===== src/rtl/boot_seq_pkg.sv =====
package boot_seq_pkg;

    typedef enum logic [3:0] {
        ST_IDLE,
        ST_PWR,
        ST_RHI,
        ST_RLO,
        ST_SETTLE,
        ST_IDSEL,
        ST_IDRD,
        ST_FETCH,
        ST_SEND,
        ST_WAITD,
        ST_END,
        ST_FAIL
    } boot_st_e;

    typedef enum logic [1:0] {
        SP_IDLE,
        SP_SHIFT,
        SP_GAP
    } spi_st_e;

    // Leading byte codes understood by the bridge, and the table wait marker
    localparam logic [7:0] OP_SELECT = 8'h70;
    localparam logic [7:0] OP_READ   = 8'h73;
    localparam logic [7:0] OP_DELAY  = 8'hFF;

endpackage


===== src/rtl/boot_ms_tick.sv =====
// Millisecond strobe: one-cycle pulse every DIV clocks, restartable
module boot_ms_tick #(
    parameter int DIV = 50000
) (
    input  logic clk,
    input  logic rst_n,
    input  logic clr_i,
    output logic tick_o
);
    localparam int CW = (DIV > 1) ? $clog2(DIV) : 1;

    logic [CW-1:0] cnt_d, cnt_q;

    assign tick_o = (cnt_q == CW'(DIV - 1));

    always_comb begin
        if (clr_i || tick_o) cnt_d = '0;
        else                 cnt_d = cnt_q + 1'b1;
    end

    always_ff @(posedge clk or negedge rst_n) begin
        if (!rst_n) cnt_q <= '0;
        else        cnt_q <= cnt_d;
    end
endmodule


===== src/rtl/boot_spi24.sv =====
// 24-bit mode-3 SPI master: shifts a frame out MSB first, shifts 24 bits in
module boot_spi24
    import boot_seq_pkg::*;
#(
    parameter int HALF = 3
) (
    input  logic        clk,
    input  logic        rst_n,
    input  logic        go_i,
    input  logic [23:0] frame_i,
    input  logic        miso_i,
    output logic        sclk_o,
    output logic        mosi_o,
    output logic        cs_n_o,
    output logic        done_o,
    output logic [15:0] rx_o
);
    localparam int CW = (HALF > 1) ? $clog2(2 * HALF) : 1;
    localparam logic [4:0] LAST_BIT = 5'd23;

    typedef struct packed {
        spi_st_e       st;
        logic [CW-1:0] cnt;
        logic [4:0]    nbit;
        logic [23:0]   tx;
        logic [23:0]   rx;
        logic          sclk;
        logic          csn;
        logic          done;
    } spi_regs_t;

    localparam spi_regs_t SPI_RST = '{
        st: SP_IDLE, cnt: '0, nbit: '0, tx: '0, rx: '0,
        sclk: 1'b1, csn: 1'b1, done: 1'b0
    };

    spi_regs_t r_d, r_q;

    always_comb begin
        r_d      = r_q;
        r_d.done = 1'b0;
        case (r_q.st)
            SP_IDLE: begin
                if (go_i) begin
                    r_d.st   = SP_SHIFT;
                    r_d.tx   = frame_i;
                    r_d.csn  = 1'b0;
                    r_d.sclk = 1'b0;
                    r_d.nbit = '0;
                    r_d.cnt  = CW'(HALF - 1);
                end
            end
            SP_SHIFT: begin
                if (r_q.cnt != '0) begin
                    r_d.cnt = r_q.cnt - 1'b1;
                end else if (!r_q.sclk) begin
                    // rising edge: the bridge samples MOSI, we sample MISO
                    r_d.sclk = 1'b1;
                    r_d.rx   = {r_q.rx[22:0], miso_i};
                    r_d.cnt  = CW'(HALF - 1);
                end else if (r_q.nbit == LAST_BIT) begin
                    r_d.csn = 1'b1;
                    r_d.st  = SP_GAP;
                    r_d.cnt = CW'(2 * HALF - 1);
                end else begin
                    // falling edge: present the next bit
                    r_d.nbit = r_q.nbit + 5'd1;
                    r_d.tx   = {r_q.tx[22:0], 1'b0};
                    r_d.sclk = 1'b0;
                    r_d.cnt  = CW'(HALF - 1);
                end
            end
            SP_GAP: begin
                if (r_q.cnt != '0) begin
                    r_d.cnt = r_q.cnt - 1'b1;
                end else begin
                    r_d.st   = SP_IDLE;
                    r_d.done = 1'b1;
                end
            end
            default: r_d = SPI_RST;
        endcase
    end

    always_ff @(posedge clk or negedge rst_n) begin
        if (!rst_n) r_q <= SPI_RST;
        else        r_q <= r_d;
    end

    assign sclk_o = r_q.sclk;
    assign cs_n_o = r_q.csn;
    assign mosi_o = r_q.tx[23];
    assign done_o = r_q.done;
    assign rx_o   = r_q.rx[15:0];
endmodule


===== src/rtl/boot_seq_top.sv =====
module boot_seq_top
    import boot_seq_pkg::*;
#(
    parameter int          CLK_PER_MS = 50000,
    parameter int          SCLK_HALF  = 3,
    parameter int          PWR_MS     = 10,
    parameter int          RST_HI_MS  = 10,
    parameter int          RST_LO_MS  = 200,
    parameter int          SETTLE_MS  = 200,
    parameter logic [7:0]  ID_REG     = 8'hB0,
    parameter logic [15:0] ID_VALUE   = 16'h2828,
    parameter int          TABLE_LEN  = 4,
    parameter logic [32*TABLE_LEN-1:0] TABLE_BITS = {
        32'h0070_0029, 32'hFF00_0005, 32'h0072_0101, 32'h0070_00C0
    }
) (
    input  logic clk,
    input  logic rst_n,
    input  logic start_i,
    input  logic spi_miso_i,
    output logic pwr_en_o,
    output logic bridge_nreset_o,
    output logic spi_sclk_o,
    output logic spi_mosi_o,
    output logic spi_cs_n_o,
    output logic busy_o,
    output logic done_o,
    output logic error_o
);
    localparam int IDX_W = (TABLE_LEN > 1) ? $clog2(TABLE_LEN) : 1;
    localparam logic [IDX_W-1:0] LAST_IDX = IDX_W'(TABLE_LEN - 1);

    typedef struct packed {
        boot_st_e         st;
        logic [IDX_W-1:0] idx;
        logic [7:0]       ms;
        logic             pwr;
        logic             nrst;
        logic             go;
        logic [23:0]      frame;
        logic             done;
        logic             err;
    } boot_regs_t;

    boot_regs_t  r_d, r_q;
    logic        tick, tick_clr;
    logic        spi_done;
    logic [15:0] spi_rx;
    logic [31:0] entry;
    logic        wait_over;

    // Unpack the constant table into entries
    logic [31:0] tbl [TABLE_LEN];
    for (genvar g = 0; g < TABLE_LEN; g++) begin : g_tbl
        assign tbl[g] = TABLE_BITS[32*g +: 32];
    end

    assign entry     = tbl[r_q.idx];
    assign wait_over = (r_q.ms == 8'd0);

    boot_ms_tick #(.DIV(CLK_PER_MS)) u_tick (
        .clk    (clk),
        .rst_n  (rst_n),
        .clr_i  (tick_clr),
        .tick_o (tick)
    );

    boot_spi24 #(.HALF(SCLK_HALF)) u_spi (
        .clk     (clk),
        .rst_n   (rst_n),
        .go_i    (r_q.go),
        .frame_i (r_q.frame),
        .miso_i  (spi_miso_i),
        .sclk_o  (spi_sclk_o),
        .mosi_o  (spi_mosi_o),
        .cs_n_o  (spi_cs_n_o),
        .done_o  (spi_done),
        .rx_o    (spi_rx)
    );

    always_comb begin
        r_d      = r_q;
        r_d.go   = 1'b0;
        r_d.done = 1'b0;
        tick_clr = 1'b0;

        case (r_q.st)
            ST_IDLE, ST_END, ST_FAIL: begin
                if (start_i) begin
                    r_d.st   = ST_PWR;
                    r_d.pwr  = 1'b1;
                    r_d.nrst = 1'b0;
                    r_d.err  = 1'b0;
                    r_d.ms   = 8'(PWR_MS);
                    tick_clr = 1'b1;
                end
            end
            ST_PWR: begin
                if (wait_over) begin
                    r_d.st   = ST_RHI;
                    r_d.nrst = 1'b1;
                    r_d.ms   = 8'(RST_HI_MS);
                    tick_clr = 1'b1;
                end else if (tick) begin
                    r_d.ms = r_q.ms - 8'd1;
                end
            end
            ST_RHI: begin
                if (wait_over) begin
                    r_d.st   = ST_RLO;
                    r_d.nrst = 1'b0;
                    r_d.ms   = 8'(RST_LO_MS);
                    tick_clr = 1'b1;
                end else if (tick) begin
                    r_d.ms = r_q.ms - 8'd1;
                end
            end
            ST_RLO: begin
                if (wait_over) begin
                    r_d.st   = ST_SETTLE;
                    r_d.nrst = 1'b1;
                    r_d.ms   = 8'(SETTLE_MS);
                    tick_clr = 1'b1;
                end else if (tick) begin
                    r_d.ms = r_q.ms - 8'd1;
                end
            end
            ST_SETTLE: begin
                if (wait_over) begin
                    r_d.st    = ST_IDSEL;
                    r_d.go    = 1'b1;
                    r_d.frame = {OP_SELECT, 8'h00, ID_REG};
                end else if (tick) begin
                    r_d.ms = r_q.ms - 8'd1;
                end
            end
            ST_IDSEL: begin
                if (spi_done) begin
                    r_d.st    = ST_IDRD;
                    r_d.go    = 1'b1;
                    r_d.frame = {OP_READ, 16'h0000};
                end
            end
            ST_IDRD: begin
                if (spi_done) begin
                    if (spi_rx == ID_VALUE) begin
                        r_d.st  = ST_FETCH;
                        r_d.idx = '0;
                    end else begin
                        r_d.st  = ST_FAIL;
                        r_d.err = 1'b1;
                    end
                end
            end
            ST_FETCH: begin
                if (entry[31:24] == OP_DELAY) begin
                    r_d.st   = ST_WAITD;
                    r_d.ms   = entry[7:0];
                    tick_clr = 1'b1;
                end else begin
                    r_d.st    = ST_SEND;
                    r_d.go    = 1'b1;
                    r_d.frame = entry[23:0];
                end
            end
            ST_SEND, ST_WAITD: begin
                if ((r_q.st == ST_SEND && spi_done) ||
                    (r_q.st == ST_WAITD && wait_over)) begin
                    if (r_q.idx == LAST_IDX) begin
                        r_d.st   = ST_END;
                        r_d.done = 1'b1;
                    end else begin
                        r_d.st  = ST_FETCH;
                        r_d.idx = r_q.idx + 1'b1;
                    end
                end else if (r_q.st == ST_WAITD && tick) begin
                    r_d.ms = r_q.ms - 8'd1;
                end
            end
            default: r_d.st = ST_IDLE;
        endcase
    end

    always_ff @(posedge clk or negedge rst_n) begin
        if (!rst_n) begin
            r_q       <= '0;
            r_q.st    <= ST_IDLE;
        end else begin
            r_q <= r_d;
        end
    end

    assign pwr_en_o        = r_q.pwr;
    assign bridge_nreset_o = r_q.nrst;
    assign done_o          = r_q.done;
    assign error_o         = r_q.err;
    assign busy_o          = !(r_q.st == ST_IDLE || r_q.st == ST_END ||
                               r_q.st == ST_FAIL);
endmodule


===== config.mk =====
export PLATFORM = sky130hd
export DESIGN_NAME = boot_seq_top
export DESIGN_NICKNAME = d
export VERILOG_FILES = /design/src/rtl/boot_seq_pkg.sv /design/src/rtl/boot_ms_tick.sv /design/src/rtl/boot_spi24.sv /design/src/rtl/boot_seq_top.sv
export SDC_FILE = /design/constraint.sdc
export NUM_CORES = 1
export LEC_CHECK = 0
export ABC_AREA = 1
export ABC_CLOCK_PERIOD_IN_PS = 2850
export BUFFER_PORTS_ARGS = -buffer_cell sky130_fd_sc_hd__buf_4
export CORE_ASPECT_RATIO = 0.5
export CORE_MARGIN = 1.5
export CORE_UTILIZATION = 47
export CTS_BUF_LIST = sky130_fd_sc_hd__clkbuf_16
export CTS_CLUSTER_SIZE = 24
export DETAILED_ROUTE_END_ITERATION = 16
export GPL_TIMING_DRIVEN = 0
export SETUP_SLACK_MARGIN = 0.1
export SYNTH_ARGS = -nofsm -noshare
export SYNTH_HDL_FRONTEND = slang
export SYNTH_HIERARCHICAL = 1
export SYNTH_SLANG_ARGS = --single-unit

===== constraint.sdc =====
create_clock -name clk -period 2.85 [get_ports clk]
set_input_delay 0.285 -clock clk [delete_from_list [all_inputs] [get_ports clk]]
set_output_delay 0.285 -clock clk [all_outputs]
set_load 0.03 [all_outputs]

# Word-level counts from Yosys, hierarchy flattened
# Index checks and enable logic that the tools add are counted.
[op_classes]
n_bitwise = 3
reduce_logical = 36
muxes = 70
n_lt_le_gt_ge = 1
n_eq_ne = 43
add_sub_neg = 5
[op_table]
columns = ["operator", "count"]
rows = [
  ["29-bit one-hot mux with 3 select lines", 1],
  ["25-bit two-way mux", 3],
  ["25-bit one-hot mux with 3 select lines", 1],
  ["32-bit binary-select mux with 2-bit select", 1],
  ["32-bit two-way mux", 2],
  ["29-bit two-way mux", 2],
  ["8-bit two-way mux", 7],
  ["55-bit two-way mux", 1],
  ["8-bit one-hot mux with 6 select lines", 1],
  ["23-bit one-hot mux with 2 select lines", 1],
  ["2-bit != test (second input constant)", 19],
  ["4-bit one-hot mux with 9 select lines", 1],
  ["34-bit two-way mux", 1],
  ["4-bit two-way mux", 8],
  ["24-bit two-way mux", 1],
  ["5-bit AND reduction", 4],
  ["1-bit two-way mux", 18],
  ["16-bit by 1-bit adder with 16-bit output (second input constant)", 1],
  ["16-bit by 14-bit equality test with 1-bit output (second input constant)", 1],
  ["16-bit equality test (second input constant)", 1],
  ["4-bit by 3-bit equality test with 1-bit output (second input constant)", 4],
  ["4-bit equality test (second input constant)", 4],
  ["16-bit two-way mux", 1],
  ["5-bit one-hot mux with 3 select lines", 1],
  ["other kinds (38)", 73],
]
[word_totals]
out_inout_bits = 8
reg_bits = 119

# Depth between registers and ports, before layout
# Gate-level depths: netlist of the first run.
[logic_depth]
depth_word = 9
mapped_depth = 14
depth_no_buf = 14

# By module
# Netlist of the first run, hierarchy kept.
[by_module_without_submodules]
columns = ["module", "area_each_um2", "cells_per_inst", "n_inst", "seq_area_each_um2"]
rows = [
  ["boot_spi24", 2770.2, 360, 1, 1328.8],
  ["boot_seq_top", 2030.7, 305, 1, 725.7],
  ["boot_ms_tick", 960.9, 123, 1, 400.4],
]

# Worst setup path before layout of the first run
# No wires, ideal clock.
[synth_timing]
kind = "flip-flop to flip-flop"
startpoint = "register u_tick.cnt_q[0]"
endpoint = "register r_q[30] (netlist name)"
path_stages_with_launch = 12
setup_ns = 0.119
path_buffers = 1
arrival_ns = 2.006
slack_ns = 0.725
synth_period_minus_slack_ns = 2.125
cell_sequence = "dfrtp_1 > ha_1 > nand3_2 > nor3_1 > inv_1 > clkbuf_1 > nand2_1 > o21ai_0 > o21ai_0 > nand4_1 > o21ai_2 > nand2_1"
[synth_lines]
columns = ["item", "line", "text"]
rows = [
  ["start: declaration", "boot_ms_tick.sv:12", "logic [CW-1:0] cnt_d, cnt_q;"],
  ["start signal: assignment", "boot_ms_tick.sv:23", "else cnt_q <= cnt_d;"],
]

==> results of run 1 <==
==> worst max-delay path, cell delays in order (launching register included) <==
cell and delay (ps):
sky130_fd_sc_hd__dfrtp_1 410, sky130_fd_sc_hd__ha_1 220, sky130_fd_sc_hd__nand3_2 190, sky130_fd_sc_hd__nor3_4 370, sky130_fd_sc_hd__inv_1 120, sky130_fd_sc_hd__clkbuf_1 250, sky130_fd_sc_hd__nand2_1 100, sky130_fd_sc_hd__o21ai_0 120
sky130_fd_sc_hd__o21ai_0 210, sky130_fd_sc_hd__nand4_1 120, sky130_fd_sc_hd__o21ai_2 120, sky130_fd_sc_hd__nand2_1 50
==> layout make-up <==
| type | instances | share of cell area |
|---|---|---|
| multi-input cells | 589 | 0.439 |
| flip-flops and latches | 98 | 0.385 |
| inverters | 76 | 0.0447 |
| plain buffers | 36 | 0.0432 |
| clock buffers | 9 | 0.0353 |
| well taps | 165 | 0.0324 |
| repair buffers | 11 | 0.0135 |
| clock inverters | 7 | 0.00706 |
==> routing by layer <==
metal / track usage / vias to the layer above
li1: - / 2523
met1: 0.296 / 2213
met2: 0.312 / 72
met3: 0.0449 / 9
met4: 0.0472 / 0
met5: 0 / -
==> placed cells by master (no fill, tap or decap), types with 8 or more instances in the layout <==
master / count
sky130_fd_sc_hd__a21oi_1: 8
sky130_fd_sc_hd__buf_4: 32
sky130_fd_sc_hd__clkbuf_16: 9
sky130_fd_sc_hd__conb_1: 12
sky130_fd_sc_hd__dfrtp_1: 96
sky130_fd_sc_hd__ha_1: 11
sky130_fd_sc_hd__inv_1: 72
sky130_fd_sc_hd__nand2_1: 304
sky130_fd_sc_hd__nand3_1: 68
sky130_fd_sc_hd__nand4_1: 14
sky130_fd_sc_hd__nor2_1: 67
sky130_fd_sc_hd__nor2_2: 15
sky130_fd_sc_hd__o21ai_0: 22
sky130_fd_sc_hd__o22ai_1: 15
==> power by group through the flow <==
stage | Clock [mW] | Combinational (mW) | Sequential (mW)
4_1_cts | 1.18 | 0.0427 | 1.39
3_3_place_gp | 0 | 0.0426 | 1.42
5_1_grt | 1.23 | 0.0499 | 1.39
6_report | 1.14 | 0.0407 | 1.39
2_1_floorplan | 0 | 0.00946 | 1.42
3_5_place_dp | 0 | 0.0426 | 1.42
==> state kept, by name (all words and copies together) (netlist names), 16 cells and up <==
signal and flops:
r_q 25, u_tick/cnt_q 16, u_spi/rx_o 16, u_spi/r_q 33
==> worst paths after layout <==
| kind | end | slack [ps] | start | depth (start not counted) |
|---|---|---|---|---|
| setup / recovery | r_q[30]$_DFFE_PN0P_ | 470 | u_tick/cnt_q[0]$_DFF_PN0_ | 11 |
| hold / removal | u_spi/r_q[56]$_DFFE_PN0P_ | 20 | rst_n | 1 |
| setup reg to reg | r_q[30]$_DFFE_PN0P_ | 470 | u_tick/cnt_q[0]$_DFF_PN0_ | 11 |
| hold reg to reg | u_spi/r_q[45]$_DFFE_PN0P_ | 470 | u_spi/r_q[45]$_DFFE_PN0P_ | 2 |
| max in group asynchronous | u_spi/mosi_o$_DFFE_PN0P_ | 2200 | rst_n | 1 |
| min in group clk | u_spi/rx_o[0]$_DFFE_PN0P_ | 210 | spi_miso_i | 3 |
==> kinds of logic after synthesis <==
kind of cell               Yosys count  synth area share
and+or+nand+nor                    499             0.379
other                                1          0.000651
AOI/OAI and AO/OA                   59            0.0606
buffers and inverters              112            0.0973
xor gates and xnor gates             8            0.0122
DFF                                 98             0.426
adders and majority gates           11            0.0239
==> summary.md, run 1 <==
| Metric | Value |
|---|---|
| Worst voltage drop across the vdd grid | `0.252 mV` |
| CP max FO | `10` |
| TritonCTS Sinks | `98` |
| Antenna diode count | `0` |
| Arrival time worst endpoint | `2620 ps` |
| Rel. slew slack | `0.388` |
| Post-synthesis instance area | `5760 sq um` |
| Relative contribution of the clock network to total power | `0.443` |
| Row Count | `28` |
| Number of nets still failing antenna checks after routing | `0` |
| Drt first-iter violations | `360` |
| Required time of the critical path | `3080 ps` |
| Input/output buffers | `11` |
| Portion of total power attributed to sequential cells | `0.541` |
| Number of nets in the layout | `836` |
| Post-layout worst setup margin | `469 ps` |
| Synthesis-to-layout area growth | `10.7%` |
| Global-route wire length before repair | `21300 um` |
| Post-detailed-route wirelength per cell | `12.6 um` |
| Slew at the pin closest to its max-slew limit | `917 ps` |
| Half-perimeter wire length after detailed placement | `8780 um` |
| F_max | `420 MHz` |
| Antenna violations before repair | `0` |
| Yosys warns | `6` |
| Via density per instance | `4.86` |
| Final setup violation count | `0` |
| Quantity of hold-fixing buffers added after cts | `0` |
| Share of synthesized area occupied by flip-flops and latches | `0.426` |
| Kind of start point of the critical path | `register` |
| Final-report hold violation count | `0` |
| Post-synthesis async set-or-reset flop share | `1.00` |
| Most used standard cell by instance count after synthesis | `sky130_fd_sc_hd__nand2_1` |
| Horiz. Die Dim | `160 um` |
| Total Die Area | `13000 sq um` |
| Crit share post-route | `0.835` |
| Sw Pwr | `0.578 mW` |
| Total routed wire length on the met1 layer | `6710 um` |
| Top cell type by total area after synthesis | `sky130_fd_sc_hd__dfrtp_1` |
| Combinational share of power | `0.016` |
| RSZ-0062 raised after global routing | `false` |
| Maximum number of buffers from clock root to sink | `2` |
| Number of iterations in the first detailed-routing pass | `5` |
| Post-CTS resize count | `0` |
| Detailed-route DRC error count | `0` |
| Largest net degree at the start of global routing | `99` |
| Distinct cell type count after synthesis | `39` |
| Post-route non-filler standard cell count | `991` |
| Post-Layout Inst Area | `6380 sq um` |
| Global route total overflow | `0` |
| CTS tree | `done` |
| Fraction of final layout cells with drive strength greater than 1 | `0.132` |
| Instance area after placement | `6090 sq um` |
| Synthesized flop and latch total | `98` |
| Final core utilization | `0.537` |
| Outcome | `finished clean` |
| Total wire length | `12400 um` |
| Syn avg cell area | `7.31 sq um` |
| Shortest period the worst path allows | `2380 ps` |
| Met3 wirelength from detailed routing | `461 um` |
| Routed met2 length | `5190 um` |
| Capturing element type of the critical path | `register` |
| Clock buffers created by TritonCTS | `9` |
| Initial cell density of the core | `0.485` |
| Top-area cell type share of the netlist area | `0.417` |
| Clock Root Buffer | `sky130_fd_sc_hd__clkbuf_16` |
| Power per unit of standard cell area | `403 nW/um^2` |
| EDFF count, synth | `0` |
| Hold_ws | `23.8 ps` |
| Max-cap check violation count | `0` |
| Sum Neg Setup Slack | `0 ps` |
| Pwr Total | `2.57 mW` |
| Topmost layer with routed signal wires | `met4` |
| Cell types with the highest counts after synthesis | `sky130_fd_sc_hd__nand2_1 (304), sky130_fd_sc_hd__dfrtp_1 (96), sky130_fd_sc_hd__inv_1 (71), sky130_fd_sc_hd__nand3_1 (68), sky130_fd_sc_hd__nor2_1 (67)` |
| Pins Over Slew Limit | `0` |
| Cells taking the most area after synthesis | `sky130_fd_sc_hd__dfrtp_1 (42%), sky130_fd_sc_hd__nand2_1 (20%), sky130_fd_sc_hd__nand3_1 (5.9%), sky130_fd_sc_hd__inv_1 (4.6%), sky130_fd_sc_hd__nor2_1 (4.4%)` |
| Overall fraction of global-route tracks in use | `0.205` |
| Top-level I/O count | `12` |
| Post-synth top flop | `sky130_fd_sc_hd__dfrtp_1` |
| Worst hold path type | `input port to async pin` |
| Worst-case clock skew | `10.8 ps` |
| Clock network latency to the later pin of the worst-skew pair | `340 ps` |
| # Post-CTS Setup Buffers | `0` |
| Sequential cell area | `2450 sq um` |
| Cell total after placement | `975` |
| Classification of the worst setup path | `register to register` |
| Synthesized netlist cell count | `788` |
| Int Pwr | `1.99 mW` |
| Worst-case setup slack after placement | `141 ps` |
| Fill cell total of the finished layout | `1166` |
| Share of total power consumed by net switching | `0.225` |
| Std-Cell Core Area | `11900 sq um` |
| Die height | `81.3 um` |
| Via total after detailed routing | `4817` |
| Leakage dissipation | `3.30 nW` |
| Clock-pin slew on the worst setup and hold paths | `70 ps` |
| Via count of the first global-routing pass | `4428` |
| Final GP Congestion | `0.900` |
| Area used by multi-input combinational logic | `2800 sq um` |
| Number of levels the H-tree was split into | `3` |
(Power assumes the default switching activity.)
==> run 2, diff against run 1 <==
--- a/config.mk
+++ b/config.mk
@@ -6,7 +6,7 @@
 export NUM_CORES = 1
 export LEC_CHECK = 0
 export ABC_AREA = 1
-export ABC_CLOCK_PERIOD_IN_PS = 2850
+export ABC_CLOCK_PERIOD_IN_PS = 2500
 export BUFFER_PORTS_ARGS = -buffer_cell sky130_fd_sc_hd__buf_4
 export CORE_ASPECT_RATIO = 0.5
 export CORE_MARGIN = 1.5
==> constraint.sdc (replaced) <==
create_clock -name clk -period 2.5 [get_ports clk]
set_input_delay 0.25 -clock clk [delete_from_list [all_inputs] [get_ports clk]]
set_output_delay 0.25 -clock clk [all_outputs]
set_load 0.03 [all_outputs]
==> summary.md, run 2 (same netlist as run 1, synthesis figures left out) <==
| Metric | Value |
|---|---|
| Final-report hold violation count | `3 (was 0)` |
| Horiz. Die Dim | `160 um (unchanged)` |
| Maximum number of buffers from clock root to sink | `2 (unchanged)` |
| Pins Over Slew Limit | `0 (unchanged)` |
| Global route total overflow | `0 (unchanged)` |
| Required time of the critical path | `2740 ps (was 3080 ps)` |
| Portion of total power attributed to sequential cells | `0.541 (about the same)` |
| Setup slack of the worst register-to-register path | `330 ps (was 470 ps)` |
| Instance area after placement | `6090 sq um (unchanged)` |
| Worst hold path type | `input port to async pin (unchanged)` |
| Leading registers by flop count | `u_spi/r_q x33, r_q x25 (unchanged)` |
| Half-perimeter wire length after detailed placement | `8780 um (unchanged)` |
| Via count of the first global-routing pass | `4426 (was 4428)` |
| Sw Pwr | `0.662 mW (was 0.578 mW)` |
| Total Die Area | `13000 sq um (unchanged)` |
| Flip-flop count of the largest register after layout | `33 (unchanged)` |
| Relative contribution of the clock network to total power | `0.444 (was 0.443)` |
| Clock Root Buffer | `sky130_fd_sc_hd__clkbuf_16 (unchanged)` |
| Total wire length | `12500 um (was 12400 um)` |
| Top library cells by usage in the layout, fill and taps aside | `sky130_fd_sc_hd__nand2_1 (304), sky130_fd_sc_hd__dfrtp_1 (96), sky130_fd_sc_hd__inv_1 (72) (unchanged)` |
| Combinational share of power | `0.016 (about the same)` |
| Detailed-route DRC error count | `0 (unchanged)` |
| Via total after detailed routing | `4846 (was 4817)` |
| Number of nets in the layout | `839 (was 836)` |
| Number of levels the H-tree was split into | `3 (unchanged)` |
| Number of iterations in the first detailed-routing pass | `4 (was 5)` |
| Worst voltage drop across the vdd grid | `0.289 mV (was 0.252 mV)` |
| Post-Layout Inst Area | `6400 sq um (was 6380 sq um)` |
| Slew at the pin closest to its max-slew limit | `915 ps (was 917 ps)` |
| Overall fraction of global-route tracks in use | `0.205 (about the same)` |
| RSZ-0062 raised after global routing | `false (unchanged)` |
| Number of nets still failing antenna checks after routing | `0 (unchanged)` |
| Endpoint of the lowest-slack register-to-register path | `r_q[30]$_DFFE_PN0P_ (unchanged)` |
| Leakage dissipation | `3.32 nW (was 3.30 nW)` |
| Shortest period the worst path allows | `2170 ps (was 2380 ps)` |
| Hold_ws | `-13.1 ps (was 23.8 ps)` |
| Clock network latency to the later pin of the worst-skew pair | `340 ps (about the same)` |
| Most flops, register | `u_spi/r_q (unchanged)` |
| Std-Cell Core Area | `11900 sq um (unchanged)` |
| Kind of start point of the critical path | `register (unchanged)` |
| Int Pwr | `2.27 mW (was 1.99 mW)` |
| Total routed wire length on the met1 layer | `6700 um (was 6710 um)` |
| CP max FO | `10 (unchanged)` |
| Power per unit of standard cell area | `458 nW/um^2 (was 403 nW/um^2)` |
| Clock buffers created by TritonCTS | `9 (unchanged)` |
| Capturing element type of the critical path | `register (unchanged)` |
| Antenna diode count | `0 (unchanged)` |
| Fraction of final layout cells with drive strength greater than 1 | `0.136 (was 0.132)` |
| Max-cap check violation count | `0 (unchanged)` |
| Cell total after placement | `975 (unchanged)` |
| Outcome | `finished, violations left (was finished clean)` |
| Input/output buffers | `11 (unchanged)` |
| CTS tree | `done (unchanged)` |
| Synthesis-to-layout area growth | `11.1% (was 10.7%)` |
| Row Count | `28 (unchanged)` |
| Arrival time worst endpoint | `2410 ps (was 2620 ps)` |
| Antenna violations before repair | `0 (unchanged)` |
| Clock-pin slew on the worst setup and hold paths | `70 ps (about the same)` |
| Die height | `81.3 um (unchanged)` |
| Initial cell density of the core | `0.485 (unchanged)` |
| Worst-case clock skew | `11.4 ps (was 10.8 ps)` |
| Sum Neg Setup Slack | `0 ps (unchanged)` |
| Classification of the worst setup path | `register to register (unchanged)` |
| Share of total power consumed by net switching | `0.226 (was 0.225)` |
| Top-level I/O count | `12 (unchanged)` |
| F_max | `460 MHz (was 420 MHz)` |
| Worst-case setup slack after placement | `-209 ps (was 141 ps)` |
| Largest net degree at the start of global routing | `99 (unchanged)` |
| Pwr Total | `2.93 mW (was 2.57 mW)` |
| Topmost layer with routed signal wires | `met4 (unchanged)` |
| Global-route wire length before repair | `21300 um (about the same)` |
| Post-route non-filler standard cell count | `994 (was 991)` |
| Final setup violation count | `0 (unchanged)` |
| Worst Reg2Reg Path Length in Cells | `13 (was 11)` |
| Violated checks | `hold timing` |
| Routed met2 length | `5200 um (was 5190 um)` |
| Post-layout worst setup margin | `325 ps (was 469 ps)` |
| Rel. slew slack | `0.390 (was 0.388)` |
| Critical R2R Launch | `u_tick/cnt_q[5]$_DFF_PN0_ (was u_tick/cnt_q[0]$_DFF_PN0_)` |
| Via density per instance | `4.88 (was 4.86)` |
| Final core utilization | `0.539 (was 0.537)` |
| Crit share post-route | `0.870 (was 0.835)` |
| Most common cell after layout, fill and taps aside | `sky130_fd_sc_hd__nand2_1 (unchanged)` |
| Met3 wirelength from detailed routing | `479 um (was 461 um)` |
| Post-detailed-route wirelength per cell | `12.5 um (was 12.6 um)` |
| Quantity of hold-fixing buffers added after cts | `0 (unchanged)` |
| Drt first-iter violations | `357 (was 360)` |
| Final GP Congestion | `0.900 (unchanged)` |
| TritonCTS Sinks | `98 (unchanged)` |
==> run 2: layer usage <==
metal	GRT usage	vias up
met1	0.297	2228
met5	0	-
li1	-	2525
met2	0.313	84
met4	0.0453	0
met3	0.0449	9
==> run 2: cell type report <==
cell class,count,area (sq um)
fillers,1165,5480
multi-input cells,589,2800
flip-flops and latches,98,2450
inverters,76,285
plain buffers,36,277
clock buffers,9,225
well taps,165,206
repair buffers,14,109
clock inverters,7,45.0
==> run 2: worst max-delay path, cell delays in order, from the launching register on <==
cell and delay [ps]:
sky130_fd_sc_hd__dfrtp_1 400, sky130_fd_sc_hd__inv_1 90, sky130_fd_sc_hd__nand2_1 90, sky130_fd_sc_hd__nor3_1 130
sky130_fd_sc_hd__nand2_1 110, sky130_fd_sc_hd__nor3_4 250, sky130_fd_sc_hd__inv_1 100, sky130_fd_sc_hd__clkbuf_2 200
sky130_fd_sc_hd__nand2_1 80, sky130_fd_sc_hd__o21ai_0 120, sky130_fd_sc_hd__o21ai_0 200, sky130_fd_sc_hd__nand4_1 110
sky130_fd_sc_hd__o21ai_2 120, sky130_fd_sc_hd__nand2_1 50
==> run 2: worst max path at each step <==
stage | to | slack (ps) | start
3_3_place_gp | r_q[30]$_DFFE_PN0P_ | -220 | u_tick/cnt_q[0]$_DFF_PN0_
4_1_cts | r_q[30]$_DFFE_PN0P_ | 110 | u_tick/cnt_q[0]$_DFF_PN0_
3_5_place_dp | r_q[30]$_DFFE_PN0P_ | -210 | u_tick/cnt_q[0]$_DFF_PN0_
2_1_floorplan | r_q[30]$_DFFE_PN0P_ | 370 | u_tick/cnt_q[0]$_DFF_PN0_
6_report | r_q[30]$_DFFE_PN0P_ | 330 | u_tick/cnt_q[5]$_DFF_PN0_
5_1_grt | r_q[30]$_DFFE_PN0P_ | 130 | u_tick/cnt_q[5]$_DFF_PN0_
==> run 2: power by group through the flow <==
stage,logic (mW),registers (mW),clock network (mW)
finish,0.0463,1.58,1.30
detailed placement,0.0486,1.62,0
CTS,0.0486,1.58,1.34
global placement,0.0485,1.62,0
floorplan,0.0108,1.62,0
global route,0.0569,1.58,1.40
==> run 2: timing repair <==
| item | 4_1_cts | 5_1_grt |
|---|---|---|
| buffers inserted | 0 | 3 |
| gates resized for setup | 2 | 2 |
| setup endpoints to repair | 8 | 8 |
| pin swaps | 0 | 1 |
